File: config.mk
export PLATFORM = sky130hd
export DESIGN_NAME = uartTxFramer
export DESIGN_NICKNAME = d
export VERILOG_FILES = /design/src/rtl/uartTxPkg.sv /design/src/rtl/uartTxRegs.sv /design/src/rtl/uartTxCtrl.sv /design/src/rtl/uartTxDatapath.sv /design/src/rtl/uartTxFramer.sv
export SDC_FILE = /design/constraint.sdc
export NUM_CORES = 1
export LEC_CHECK = 0
export ABC_AREA = 1
export BUFFER_PORTS_ARGS = -buffer_cell sky130_fd_sc_hd__buf_2
export CAP_MARGIN = 10
export CELL_PAD_IN_SITES_DETAIL_PLACEMENT = 1
export CELL_PAD_IN_SITES_GLOBAL_PLACEMENT = 1
export CORE_ASPECT_RATIO = 1.4
export CORE_MARGIN = 2
export CORE_UTILIZATION = 43
export CTS_CLUSTER_DIAMETER = 100
export CTS_CLUSTER_SIZE = 30
export DETAILED_ROUTE_END_ITERATION = 8
export HOLD_SLACK_MARGIN = 0.08
export MAX_ROUTING_LAYER = met4
export PLACE_DENSITY_LB_ADDON = 0.08
export SLEW_MARGIN = 20
export SYNTH_ARGS = -nofsm -noshare
export SYNTH_HDL_FRONTEND = slang
export SYNTH_SLANG_ARGS = --single-unit
File: constraint.sdc
create_clock -name clk -period 2.3 [get_ports clk]
set_input_delay 0 -clock clk [delete_from_list [all_inputs] [get_ports clk]]
set_output_delay 0 -clock clk [all_outputs]
set_load 0.1 [all_outputs]
File: src/rtl/uartTxPkg.sv
package uartTxPkg;
  typedef enum logic [2:0] {
    PH_IDLE  = 3'd0,
    PH_START = 3'd1,
    PH_DATA  = 3'd2,
    PH_PAR   = 3'd3,
    PH_STOP  = 3'd4
  } txPhase_t;

  typedef struct packed {
    logic     load;
    logic     shift;
    txPhase_t phase;
  } txCtrl_t;

  typedef struct packed {
    logic       bankSel;
    logic       brk;
    logic       stickPar;
    logic       evenPar;
    logic       parEn;
    logic       stopSel;
    logic [1:0] wordLen;
  } lineCfg_t;
endpackage

File: src/rtl/uartTxRegs.sv
module uartTxRegs
  import uartTxPkg::*;
#(
  parameter int DATA_W = 8,
  parameter int DIV_W  = 16
) (
  input  logic              clk,
  input  logic              rstN,
  input  logic              wrEn,
  input  logic [1:0]        addr,
  input  logic [DATA_W-1:0] wrData,
  output logic [DATA_W-1:0] rdData,
  input  logic              loadAck,
  output logic [DATA_W-1:0] holdData,
  output logic              holdFull,
  output lineCfg_t          cfg,
  output logic [DIV_W-1:0]  divisor
);
  localparam logic [1:0] A_DATA = 2'd0;
  localparam logic [1:0] A_ENAB = 2'd1;
  localparam logic [1:0] A_LINE = 2'd3;

  logic [DATA_W-1:0] lineQ;
  logic [DATA_W-1:0] enabQ;
  logic [DIV_W-1:0]  divQ;
  logic              bank;
  logic              wrHold;

  assign bank   = lineQ[7];
  assign wrHold = wrEn && (addr == A_DATA) && !bank;

  always_ff @(posedge clk or negedge rstN) begin
    if (!rstN) begin
      lineQ    <= '0;
      enabQ    <= '0;
      divQ     <= '0;
      holdData <= '0;
      holdFull <= 1'b0;
    end else begin
      if (wrEn) begin
        unique case (addr)
          A_DATA: if (bank) divQ[7:0] <= wrData[7:0];
          A_ENAB: if (bank) divQ[15:8] <= wrData[7:0];
                  else enabQ <= wrData;
          A_LINE: lineQ <= wrData;
          default: ;
        endcase
      end
      if (wrHold) begin
        holdData <= wrData;
        holdFull <= 1'b1;
      end else if (loadAck) begin
        holdFull <= 1'b0;
      end
    end
  end

  always_comb begin
    unique case (addr)
      A_DATA:  rdData = bank ? divQ[7:0] : '0;
      A_ENAB:  rdData = bank ? divQ[15:8] : enabQ;
      A_LINE:  rdData = lineQ;
      default: rdData = '0;
    endcase
  end

  assign cfg     = lineCfg_t'(lineQ[7:0]);
  assign divisor = divQ;
endmodule

File: src/rtl/uartTxCtrl.sv
module uartTxCtrl
  import uartTxPkg::*;
#(
  parameter int TICKS_PER_BIT = 16,
  parameter int DATA_W        = 8
) (
  input  logic     clk,
  input  logic     rstN,
  input  logic     baudTick,
  input  logic     holdFull,
  input  lineCfg_t cfg,
  output txCtrl_t  ctrl
);
  localparam int CNT_W = $clog2(2 * TICKS_PER_BIT);
  localparam int IDX_W = $clog2(DATA_W);
  localparam logic [CNT_W-1:0] LAST_ONE  = CNT_W'(TICKS_PER_BIT - 1);
  localparam logic [CNT_W-1:0] LAST_HALF = CNT_W'(TICKS_PER_BIT + TICKS_PER_BIT / 2 - 1);
  localparam logic [CNT_W-1:0] LAST_TWO  = CNT_W'(2 * TICKS_PER_BIT - 1);

  txPhase_t          phaseQ, phaseD;
  logic [CNT_W-1:0]  tickCnt, tickCntD;
  logic [IDX_W-1:0]  bitIdx, bitIdxD;
  logic [CNT_W-1:0]  lastTick;
  logic [IDX_W-1:0]  lastBit;
  logic              tickEnd;
  logic              loadNow;
  logic              shiftNow;

  always_comb begin
    if (phaseQ == PH_STOP && cfg.stopSel)
      lastTick = (cfg.wordLen == 2'b00) ? LAST_HALF : LAST_TWO;
    else
      lastTick = LAST_ONE;
  end

  assign lastBit = IDX_W'(4) + IDX_W'(cfg.wordLen);
  assign tickEnd = baudTick && (tickCnt == lastTick);

  always_comb begin
    phaseD   = phaseQ;
    tickCntD = tickCnt;
    bitIdxD  = bitIdx;
    loadNow  = 1'b0;
    shiftNow = 1'b0;
    if (baudTick && phaseQ != PH_IDLE)
      tickCntD = tickEnd ? '0 : tickCnt + 1'b1;
    unique case (phaseQ)
      PH_IDLE: begin
        if (baudTick && holdFull) begin
          loadNow  = 1'b1;
          phaseD   = PH_START;
          tickCntD = '0;
        end
      end
      PH_START: begin
        if (tickEnd) begin
          phaseD  = PH_DATA;
          bitIdxD = '0;
        end
      end
      PH_DATA: begin
        if (tickEnd) begin
          shiftNow = 1'b1;
          if (bitIdx == lastBit)
            phaseD = cfg.parEn ? PH_PAR : PH_STOP;
          else
            bitIdxD = bitIdx + 1'b1;
        end
      end
      PH_PAR: begin
        if (tickEnd) phaseD = PH_STOP;
      end
      PH_STOP: begin
        if (tickEnd) begin
          if (holdFull) begin
            loadNow = 1'b1;
            phaseD  = PH_START;
          end else begin
            phaseD = PH_IDLE;
          end
        end
      end
      default: phaseD = PH_IDLE;
    endcase
  end

  always_ff @(posedge clk or negedge rstN) begin
    if (!rstN) begin
      phaseQ  <= PH_IDLE;
      tickCnt <= '0;
      bitIdx  <= '0;
    end else begin
      phaseQ  <= phaseD;
      tickCnt <= tickCntD;
      bitIdx  <= bitIdxD;
    end
  end

  assign ctrl.load  = loadNow;
  assign ctrl.shift = shiftNow;
  assign ctrl.phase = phaseQ;
endmodule

File: src/rtl/uartTxDatapath.sv
module uartTxDatapath
  import uartTxPkg::*;
#(
  parameter int DATA_W = 8
) (
  input  logic              clk,
  input  logic              rstN,
  input  txCtrl_t           ctrl,
  input  lineCfg_t          cfg,
  input  logic [DATA_W-1:0] holdData,
  output logic              txd
);
  logic [DATA_W-1:0] shiftQ;
  logic              parQ;
  logic [DATA_W-1:0] mask;
  logic              dataXor;
  logic              parNext;

  assign mask    = {DATA_W{1'b1}} >> (2'd3 - cfg.wordLen);
  assign dataXor = ^(holdData & mask);

  always_comb begin
    if (cfg.stickPar) parNext = ~cfg.evenPar;
    else              parNext = cfg.evenPar ? dataXor : ~dataXor;
  end

  always_ff @(posedge clk or negedge rstN) begin
    if (!rstN) begin
      shiftQ <= '0;
      parQ   <= 1'b0;
    end else if (ctrl.load) begin
      shiftQ <= holdData;
      parQ   <= parNext;
    end else if (ctrl.shift) begin
      shiftQ <= shiftQ >> 1;
    end
  end

  logic lineLevel;
  always_comb begin
    unique case (ctrl.phase)
      PH_START: lineLevel = 1'b0;
      PH_DATA:  lineLevel = shiftQ[0];
      PH_PAR:   lineLevel = parQ;
      default:  lineLevel = 1'b1;
    endcase
  end

  assign txd = cfg.brk ? 1'b0 : lineLevel;
endmodule

File: src/rtl/uartTxFramer.sv
module uartTxFramer
  import uartTxPkg::*;
#(
  parameter int TICKS_PER_BIT = 16,
  parameter int DATA_W        = 8,
  parameter int DIV_W         = 16
) (
  input  logic              clk,
  input  logic              rstN,
  input  logic              wrEn,
  input  logic [1:0]        addr,
  input  logic [DATA_W-1:0] wrData,
  output logic [DATA_W-1:0] rdData,
  input  logic              baudTick,
  output logic              txd,
  output logic              txEmpty,
  output logic [DIV_W-1:0]  divisor
);
  txCtrl_t           ctrl;
  lineCfg_t          cfg;
  logic [DATA_W-1:0] holdData;
  logic              holdFull;
  logic [7:0]        lineQ;

  assign lineQ = cfg;

  uartTxRegs #(.DATA_W(DATA_W), .DIV_W(DIV_W)) u_regs (
    .clk(clk), .rstN(rstN), .wrEn(wrEn), .addr(addr), .wrData(wrData),
    .rdData(rdData), .loadAck(ctrl.load), .holdData(holdData),
    .holdFull(holdFull), .cfg(cfg), .divisor(divisor)
  );

  uartTxCtrl #(.TICKS_PER_BIT(TICKS_PER_BIT), .DATA_W(DATA_W)) u_ctrl (
    .clk(clk), .rstN(rstN), .baudTick(baudTick), .holdFull(holdFull),
    .cfg(cfg), .ctrl(ctrl)
  );

  uartTxDatapath #(.DATA_W(DATA_W)) u_dp (
    .clk(clk), .rstN(rstN), .ctrl(ctrl), .cfg(cfg), .holdData(holdData),
    .txd(txd)
  );

  assign txEmpty = !holdFull && (ctrl.phase == PH_IDLE);
endmodule

==> key figures, run 1 <==
Outcome
  – Status: finished, final reports clean

Route
  – DR vias/cell: around 5.1
  – Vias: around 2,800
  – Post-DRT Antenna Nets: 0
  – Final wirelength: 8.44 mm
  – Initial DRC count: 90
  – DR DRC count: 0
  – WL/cell: 15.1 um
  – First drt pass iteration count: 4

Placed design
  – Post-placement worst setup slack: about 600 ps
  – Port Buf Inserts: 39
  – HPWL Detailed: 6.25 mm
  – GPL Wtd Cong: 0.766
  – Area after DPL: between 0.003 and 0.004 sq mm

Pwr
  – Clock power share: 17.8%
  – Switching power: 2.46 mW
  – Sequential power share: 35.4%
  – Part of the power in combinational logic: a little under half
  – Pint: 2.32 mW
  – Sw frac: 51.5%
  – PwrDens: 1270 mW/mm^2
  – Leakage: 1.94 nW
  – Maximum VDD drop: 0.000700 V
  – Design Power: 4.78 mW

Global routing
  – Largest net degree at the start of global routing: 38
  – GR Util All Layers: 23.5%
  – Initial antenna violation count: 0
  – Gr ovfl total: 0
  – Vias in the first global route: 3,022
  – First-pass GRT wire length: 14.5 mm

Clock network
  – Clock latency on the worst-skew pair: 350 ps
  – Root buf cell: clkbuf_8
  – Max Root-Sink Buffers: 2
  – Inserted Clock Buffers: 9
  – CTS Sinks: 61
  – CTS clk-pin slew, worst paths: 70 ps
  – Post-CTS Repair Setup Buffers: 0
  – CTS tree: built
  – H-tree levels: 3

Timing
  – Final hold vios: 0
  – Setup ws final: ~310 ps
  – RSZ-0062 raised after global routing: false
  – F_max: 0.503 GHz
  – Final worst-path cycle share: just under 90%
  – Max_slew headroom: 58.3%
  – Total negative slack: 0 ps
  – Max Slew Vio Count: 0
  – Slew of the pin with the lowest slew margin: between 600 and 700 ps
  – Clock skew: ~14 ps
  – Final setup fails: 0
  – Tmin final: 1990 ps

Logic synthesis
  – Syn nets: 418
  – Synth Cell Area: 0.00318 sq mm
  – Synthesized netlist cell count: roughly 400
  – Synth Register Bits: 61
  – Number of flops mapped to enable cells by yosys: 0
  – Synth warn: 0
  – Main flop type after synthesis: dfrtp_1
  – Async set or reset register ratio after synthesis: 100%
  – Sequential-to-total area share from yosys stat: 48.0%
  – Avg Cell Area, Syn: approximately 7.9 sq um
  – Count of cell types in the netlist: 33

Floorplanning
  – Die area: 0.00810 sq mm
  – Die Y-Extent: 106 um
  – Starting density of the core: between 40% and 50%
  – Core Box Area: 0.00727 sq mm
  – Die Width: between 70 and 80 um
  – Io pins: 40
  – Std cell rows: 37

Final layout
  – ANT cells: 0
  – Area grow syn2layout: 18.7%
  – Most frequent cells in the layout: nand2_1, dfrtp_1, o21ai_0, inv_1, buf_2
  – Commonest non-fill, non-tap cell in the layout: nand2_1
  – Fin area: 0.00377 sq mm
  – Layout net count: between 400 and 500
  – Fill cells: slightly above 900
  – Layout cells sized above 1: 19.3%

Setup path
  – CP startpoint kind: flip-flop
  – Reg2reg end: u_dp.shiftQ[2]$_DFFE_PN0P_
  – Worst Path Required: 2300 ps
  – Reg2reg path depth: 10
  – Reg-to-reg startpoint: u_ctrl.phaseQ[0]$_DFFE_PN0P_
  – R2r setup slk: between 500 and 600 ps
  – Kind of critical path: reg -> out
  – Arr. time, crit path: 1990 ps
  – Crit Path Max Fanout: 14
  – Critical path endpoint category: output port

Worst hold path
  – Hold Path Class: in -> async

Run
  – Maxcap violations: 0
Yosys cell counts (3+ instances only):
cell	count	area share, %
a21oi_1	3	0.47
a22oi_1	5	1.2
clkbuf_1	6	0.71
dfrtp_1	61	48
inv_1	47	5.6
inv_2	3	0.35
nand2_1	128	15
nand2_2	3	0.59
nand3_1	21	3.3
nand3_4	3	1.7
nand4_1	3	0.59
nor2_1	28	3.3
o21ai_0	57	9.0
o21ai_1	3	0.47
o21ai_2	7	1.9
worst max path at each step:
stage / to / start / slack [ps]
after floorplan: rdData[4] / u_regs.divisor[12]$_DFFE_PN0P_ / -160
after global placement: u_dp.shiftQ[2]$_DFFE_PN0P_ / u_ctrl.phaseQ[0]$_DFFE_PN0P_ / 640
after detailed placement: u_dp.shiftQ[2]$_DFFE_PN0P_ / u_ctrl.phaseQ[0]$_DFFE_PN0P_ / 610
after CTS: rdData[6] / u_regs.cfg[7]$_DFFE_PN0P_ / 290
after global routing: rdData[4] / u_regs.cfg[7]$_DFFE_PN0P_ / 120
final: rdData[4] / u_regs.cfg[7]$_DFFE_PN0P_ / 310
sequential cells by signal (all words and copies together), names as in the netlist:
name             flops
u_dp.shiftQ          8
u_regs.divisor      16
u_dp.parQ            1
u_regs.holdFull      1
u_ctrl.tickCnt       5
u_regs.enabQ         8
u_regs.cfg           8
u_ctrl.bitIdx        3
u_ctrl.phaseQ        3
u_regs.holdData      8
metal layers:
layer	part of all wire (%)	wire, um	GRT usage, %
met5	0	0	-
met4	2.5	211	10.5
met3	2.7	224	4.11
met2	53	4510	40.1
met1	41	3500	26.9
cell type report:
cell class / instances / area [sq um] / area share (%)
clock inverters: 4 / 25.0 / 0.663
clock buffers: 12 / 145 / 3.85
multi-input cells: 284 / 1450 / 38.4
well taps: 97 / 121 / 3.22
inverters: 50 / 188 / 4.98
repair buffers: 50 / 315 / 8.36
flip-flops and latches: 61 / 1530 / 40.5
metrics by stage:
step	hold WS, ps	util, %	std cells
after detailed placement	51.9	48.2	532
after global placement	52.9	48.2	532
after global routing	261	51.9	558
after CTS	213	51.9	558
after floorplan	-296	-	402
final	211	51.9	558
power groups by stage:
stage          registers, mW  logic [mW]  clock network [mW]
2_1_floorplan           2.28        1.22                   0
3_3_place_gp            1.70        2.17                   0
3_5_place_dp            1.71        2.24                   0
4_1_cts                 1.69        2.26               0.867
5_1_grt                 1.74        2.43               0.921
6_report                1.69        2.24               0.853
worst max-delay path, cell delays in order, from the launching register on:
cell,delay [ps]
dfrtp_1,570
inv_1,330
o21ai_0,140
o21ai_1,160
buf_2,440
repair_timing:
action | in CTS | in global routing
gates resized for setup | 0 | 0
endpoints found under the hold margin | 65 | 0
hold buffers | 10 | 0
cell families (layout without fill, tap and decap cells):
| group | after synthesis | in the layout | share of synthesized area, % |
|---|---|---|---|
| flip-flops | 61 | 61 | 48.0 |
| adder cells (fa/ha/maj) | 2 | 2 | 0.787 |
| multiplexers | 1 | 1 | 0.315 |
| AND/OR/NAND/NOR | 195 | 195 | 27.8 |
| buffers and inverters | 57 | 116 | 7.24 |
| XOR/XNOR | 3 | 3 | 0.827 |
| AO/OA/AOI/OAI | 83 | 83 | 15.0 |
Power figures use the tool's default switching activity.
==> run 2: changes to the inputs <==
BUFFER_PORTS_ARGS = -buffer_cell sky130_fd_sc_hd__buf_4   (was -buffer_cell sky130_fd_sc_hd__buf_2)
CTS_CLUSTER_DIAMETER = 50   (was 100)
GPL_TIMING_DRIVEN = 0   (was unset)
==> run 2 against run 1 <==
Cell area rose by 3.5%. Via count up 2.0%. Routed wire length grew 0.60%. Count of clock-buffer cells in the layout increased by 3. Critical path type unchanged. Largest cell class unchanged. Highest routed layer unchanged.
==> key figures, run 2 (same netlist as run 1, synthesis figures left out) <==
Final layout
  – Fin area: 0.00390 sq mm (+3.5%)
  – Layout net count: 478 (+1.3%)
  – Most frequent cells in the layout: nand2_1, dfrtp_1, o21ai_0, inv_1, buf_4
  – Commonest non-fill, non-tap cell in the layout: nand2_1
  – Area grow syn2layout: 22.8%
  – Max FFs per register: 16 (unchanged)
  – Layout cells sized above 1: 18.8% (-0.46 points)
  – Layout Utilization: 53.7% (+1.8 points)
  – ANT cells: 0 (unchanged)
  – Finished Layout Cells: 564 (+1.1%)

Pwr
  – PwrDens: 1260 mW/mm^2 (-0.22%)
  – Design Power: 4.94 mW (+3.3%)
  – Maximum VDD drop: 0.000710 V (+1.3%)
  – Leakage: 1.98 nW (+2.0%)

Run
  – Maxcap violations: 0 (unchanged)

Global routing
  – Largest net degree at the start of global routing: 62 (+63%)
  – Initial antenna violation count: 0 (unchanged)
  – GR Util All Layers: 23.5% (+0.056 points)
  – Gr ovfl total: 0 (unchanged)
  – Vias in the first global route: 3,023 (+0.033%)
  – First-pass GRT wire length: 14.4 mm (-0.48%)

Route
  – Vias: 2,888 (+2.0%)
  – DR DRC count: 0 (unchanged)
  – WL/cell: 15.1 um (-0.47%)
  – First drt pass iteration count: 4 (unchanged)
  – Post-DRT Antenna Nets: 0 (unchanged)
  – DR vias/cell: 5.12 (+0.93%)
  – Initial DRC count: 93 (+3.3%)
  – Final wirelength: 8.49 mm (+0.60%)

Floorplanning
  – Starting density of the core: 43.7% (unchanged)
  – Die Y-Extent: 106 um (unchanged)
  – Core Box Area: 0.00727 sq mm (unchanged)
  – Io pins: 40 (unchanged)
  – Die Width: 76.7 um (unchanged)
  – Die area: 0.00810 sq mm (unchanged)
  – Std cell rows: 37 (unchanged)

Timing
  – Max Slew Vio Count: 0 (unchanged)
  – Final worst-path cycle share: 84.6% (-1.8 points)
  – Final hold vios: 0 (unchanged)
  – F_max: 0.514 GHz (+2.1%)
  – RSZ-0062 raised after global routing: false
  – Final hold slack: 108 ps (-103 ps)
  – Clock skew: 5.01 ps (-8.72 ps)
  – Setup ws final: 353 ps (+40.6 ps)
  – Max_slew headroom: 48.0% (-10 points)
  – Tmin final: 1950 ps (-40.6 ps)
  – Final setup fails: 0 (unchanged)
  – Slew of the pin with the lowest slew margin: 779 ps (+155 ps)
  – Total negative slack: 0 ps (unchanged)

Setup path
  – Critical path origin: u_regs.cfg[7]$_DFFE_PN0P_
  – Crit path cell chain: clkbuf_1 > o21ai_0 > o211ai_1 > buf_4
  – Worst Setup EP: rdData[6]
  – Reg-to-reg startpoint: u_ctrl.phaseQ[0]$_DFFE_PN0P_
  – CP delay by family, top: buffers and inverters
  – CP startpoint kind: flip-flop
  – Critical path endpoint category: output port
  – Arr. time, crit path: 1950 ps (-40 ps)
  – CP max stage cell: dfrtp_1
  – Reg2reg path depth: 10 (unchanged)
  – Crit Path Max Fanout: 10 (-4)
  – Buf+Inv Stages, Crit Path: 2 (unchanged)
  – Worst Path Required: 2300 ps (about the same)
  – R2r setup slk: 540 ps (-50 ps)
  – Kind of critical path: reg -> out
  – Critical Path Max Stage Delay: 410 ps (-160 ps)
  – Reg2reg end: u_ctrl.phaseQ[0]$_DFFE_PN0P_
  – Cell depth of the worst setup path: 4 (unchanged)

Clock network
  – Clock latency on the worst-skew pair: 360 ps (about the same)
  – Root buf cell: clkbuf_8
  – CTS clk-pin slew, worst paths: 70 ps (about the same)
  – Post-CTS Repair Setup Buffers: 0 (unchanged)
  – H-tree levels: 3 (unchanged)
  – Max Root-Sink Buffers: 2 (unchanged)
  – CTS Sinks: 61 (unchanged)
  – CTS tree: built
  – Inserted Clock Buffers: 9 (unchanged)

Placed design
  – Area after DPL: 0.00362 sq mm (+3.4%)
  – HPWL Detailed: 6.37 mm (+1.9%)
  – Placed cell count: 538 (+1.1%)
  – Post-placement worst setup slack: 591 ps (-16.9 ps)
  – GPL Wtd Cong: 0.867 (+13%)
  – Port Buf Inserts: 39 (unchanged)

Worst hold path
  – Hold Path Class: in -> reg
  – Hold Startpoint: wrEn

Outcome
  – Status: finished, final reports clean
run 2: cell types whose count changed in the layout (fill, tap and decap cells not counted):
cell	before	now
clkinvlp_4	2	0
buf_4	0	39
clkinv_2	2	1
buf_2	39	0
clkbuf_8	10	12
clkbuf_1	2	9
run 2: cell type report:
| cell class | instances | area [sq um] |
|---|---|---|
| Clock inverter | 1 | 5.00 |
| Multi-Input combinational cell | 284 | 1450 |
| Timing Repair Buffer | 49 | 393 |
| Clock buffer | 15 | 176 |
| Sequential cell | 61 | 1530 |
| Tap cell | 97 | 121 |
| Buffer | 7 | 42.5 |
| Fill cell | 925 | 3360 |
| Inverter | 50 | 188 |
run 2: routing by layer:
layer	share of wire, %	vias to the layer above	GRT usage [%]
met5	0	-	-
met4	1.9	0	7.79
met3	2.4	16	5.14
met2	55	43	42.7
met1	41	1411	25.3
li1	-	1418	-
run 2: repair_timing:
| item | 4_1_cts | 5_1_grt |
|---|---|---|
| setup endpoints to repair | 0 | 0 |
| endpoints found under the hold margin | 104 | 0 |
| resized for setup | 0 | 0 |
| hold buffers | 10 | 0 |
run 2: power breakdown:
part | internal, mW | switching [mW] | leakage, nW | total [mW]
Sequential | 1.39 | 0.288 | 0.765 | 1.68
Clock | 0.479 | 0.418 | 0.0937 | 0.897
Combinational | 0.607 | 1.75 | 1.12 | 2.36
run 2: worst min-delay path: stages:
cell and delay (ps):
buf_4 100, nand2_1 150, nand2_1 90, o21ai_0 70
run 2: worst min path at each step:
stage | endpoint | slack [ps] | depth (start not counted)
floorplan | u_ctrl.bitIdx[0]$_DFFE_PN0P_ | -300 | 0
global placement | u_ctrl.tickCnt[3]$_DFF_PN0_ | 130 | 1
detailed placement | u_ctrl.tickCnt[0]$_DFF_PN0_ | 140 | 1
CTS | u_regs.cfg[6]$_DFFE_PN0P_ | 110 | 4
global route | u_regs.cfg[2]$_DFFE_PN0P_ | 150 | 4
finish | u_regs.cfg[6]$_DFFE_PN0P_ | 110 | 4
==> run 3: changes to the inputs <==
clock period = 1.95 ns   (was 2.3 ns; I/O delays follow)
==> run 3 against run 2 <==
Routed wire length rose by 1.1%. Utilization rose by 1.0 points. Final cell count did not move. Count of clock-buffer cells in the layout fell by 3. Global-route usage rose by 0.48 points. Largest power group unchanged.
==> key figures, run 3 (same netlist as run 1, synthesis figures left out) <==
Clock network
  – CTS clk-pin slew, worst paths: 70 ps (about the same)
  – Max Root-Sink Buffers: 2 (unchanged)
  – Root buf cell: clkbuf_8
  – Post-CTS Repair Setup Buffers: 0 (unchanged)
  – CTS Sinks: 61 (unchanged)
  – Inserted Clock Buffers: 9 (unchanged)
  – H-tree levels: 3 (unchanged)
  – CTS tree: built
  – Clock latency on the worst-skew pair: 350 ps (about the same)

Global routing
  – Vias in the first global route: 3,152 (+4.3%)
  – GR Util All Layers: 24.0% (+0.48 points)
  – Initial antenna violation count: 0 (unchanged)
  – First-pass GRT wire length: 14.9 mm (+3.2%)
  – Largest net degree at the start of global routing: 62 (unchanged)
  – Gr ovfl total: 0 (unchanged)

Setup path
  – Crit path cell chain: inv_1 > nor2_1 > nand2_1 > inv_1 > nand2_1 > a31oi_2 > buf_6
  – Critical Path Max Stage Delay: 430 ps (+20 ps)
  – CP startpoint kind: flip-flop
  – CP max stage cell: dfrtp_1
  – Worst Path Required: 1950 ps (-350 ps)
  – CP delay by family, top: buffers and inverters
  – Crit Path Max Fanout: 5 (-5)
  – Buf+Inv Stages, Crit Path: 3 (+1)
  – Kind of critical path: reg -> out
  – Critical path endpoint category: output port
  – Arr. time, crit path: 1800 ps (-150 ps)

Final layout
  – Layout cells sized above 1: 19.9% (+1.1 points)
  – ANT cells: 0 (unchanged)
  – Area grow syn2layout: 25.2%
  – Layout net count: 478 (unchanged)
  – Max FFs per register: 16 (unchanged)
  – Commonest non-fill, non-tap cell in the layout: nand2_1
  – Layout Utilization: 54.7% (+1.0 points)
  – Most frequent cells in the layout: nand2_1, dfrtp_1, o21ai_0, inv_1, buf_4

Route
  – DR DRC count: 0 (unchanged)
  – Final wirelength: 8.59 mm (+1.1%)
  – WL/cell: 15.2 um (+1.1%)
  – First drt pass iteration count: 6 (+2)
  – DR vias/cell: 5.13 (+0.24%)
  – Vias: 2,895 (+0.24%)
  – Post-DRT Antenna Nets: 0 (unchanged)
  – Initial DRC count: 97 (+4.3%)

Floorplanning
  – Core Box Area: 0.00727 sq mm (unchanged)
  – Die Width: 76.7 um (unchanged)
  – Starting density of the core: 43.7% (unchanged)
  – Die area: 0.00810 sq mm (unchanged)
  – Std cell rows: 37 (unchanged)
  – Io pins: 40 (unchanged)
  – Die Y-Extent: 106 um (unchanged)

Timing
  – Slew of the pin with the lowest slew margin: 816 ps (+37.1 ps)
  – Final setup fails: 0 (unchanged)
  – Max_slew headroom: 45.6% (-2.5 points)
  – Final hold slack: 126 ps (+17.6 ps)
  – RSZ-0062 raised after global routing: false
  – Clock skew: 5.13 ps (+0.122 ps)
  – Final worst-path cycle share: 92.2%
  – Max Slew Vio Count: 0 (unchanged)
  – Final hold vios: 0 (unchanged)
  – Tmin final: around 1800 ps
  – F_max: 0.556 GHz

Pwr
  – Maximum VDD drop: 0.000834 V (+18%)
  – Design Power: 6.11 mW (+24%)
  – PwrDens: 1540 mW/mm^2 (+21%)
  – Leakage: 2.01 nW (+1.5%)

Outcome
  – Status: finished, final reports clean

Run
  – Maxcap violations: 0 (unchanged)

Placed design
  – HPWL Detailed: 6.40 mm (+0.59%)
  – GPL Wtd Cong: 0.839 (-3.3%)
  – Port Buf Inserts: 39 (unchanged)

Worst hold path
  – Hold Path Class: in -> reg
-- run 3: worst min-delay path, cell delays in order --
cell and delay, ps:
buf_4 100, nand2_1 170, nand2_1 90, o21ai_0 70
-- run 3: layout make-up --
| cell class | instances | area [sq um] |
|---|---|---|
| clock inverter | 4 | 70.1 |
| tap | 97 | 121 |
| fill | 915 | 3290 |
| clock buffer | 12 | 155 |
| buffer | 7 | 46.3 |
| sequential | 61 | 1530 |
| multi-input combinational | 284 | 1470 |
| inverter | 50 | 188 |
| timing repair buffer | 49 | 397 |
-- run 3: metal layers --
metal | vias up | part of all wire (%) | global-route usage (%)
li1 | 1413 | - | -
met1 | 1417 | 39 | 25.2
met2 | 50 | 56 | 43.8
met3 | 15 | 2.2 | 3.08
met4 | 0 | 2.2 | 12.1
met5 | - | 0 | -
-- run 3: timing repair --
action	CTS	global route
setup endpoints to repair	0	1
gates resized for setup	0	1
hold endpoints to repair	102	0
hold buffers	10	0
-- run 3: final timing paths --
kind	startpoint	endpoint	slack [ps]	cells after the start
min reg2reg	u_dp.shiftQ[6]$_DFFE_PN0P_	u_dp.shiftQ[6]$_DFFE_PN0P_	480	2
max	u_ctrl.phaseQ[1]$_DFFE_PN0P_	txd	150	7
min	wrEn	u_regs.cfg[7]$_DFFE_PN0P_	130	4
max in group asynchronous	rstN	u_regs.divisor[10]$_DFFE_PN0P_	1070	2
max reg2reg	u_ctrl.tickCnt[0]$_DFF_PN0_	u_dp.shiftQ[5]$_DFFE_PN0P_	260	10
min in group asynchronous	rstN	u_ctrl.tickCnt[0]$_DFF_PN0_	280	2
-- run 3: stage by stage --
step / cell area [sq um] / setup TNS (ps) / instances / setup slack [ps]
global route: 3980 / 0 / 564 / 35.3
CTS: 3970 / 0 / 564 / 88.9
finish: 3980 / 0 / 564 / 152
detailed placement: 3650 / 0 / 538 / 269
floorplan: 3230 / -402 / 402 / -190
global placement: 3650 / 0 / 538 / 304
-- run 3: power by group --
part	switching [mW]	leakage [nW]	total (mW)	internal (mW)
clock	0.523	0.116	1.31	0.786
sequential	0.341	0.765	1.99	1.65
combinational	2.07	1.12	2.81	0.735
total	2.94	2.01	6.11	3.17
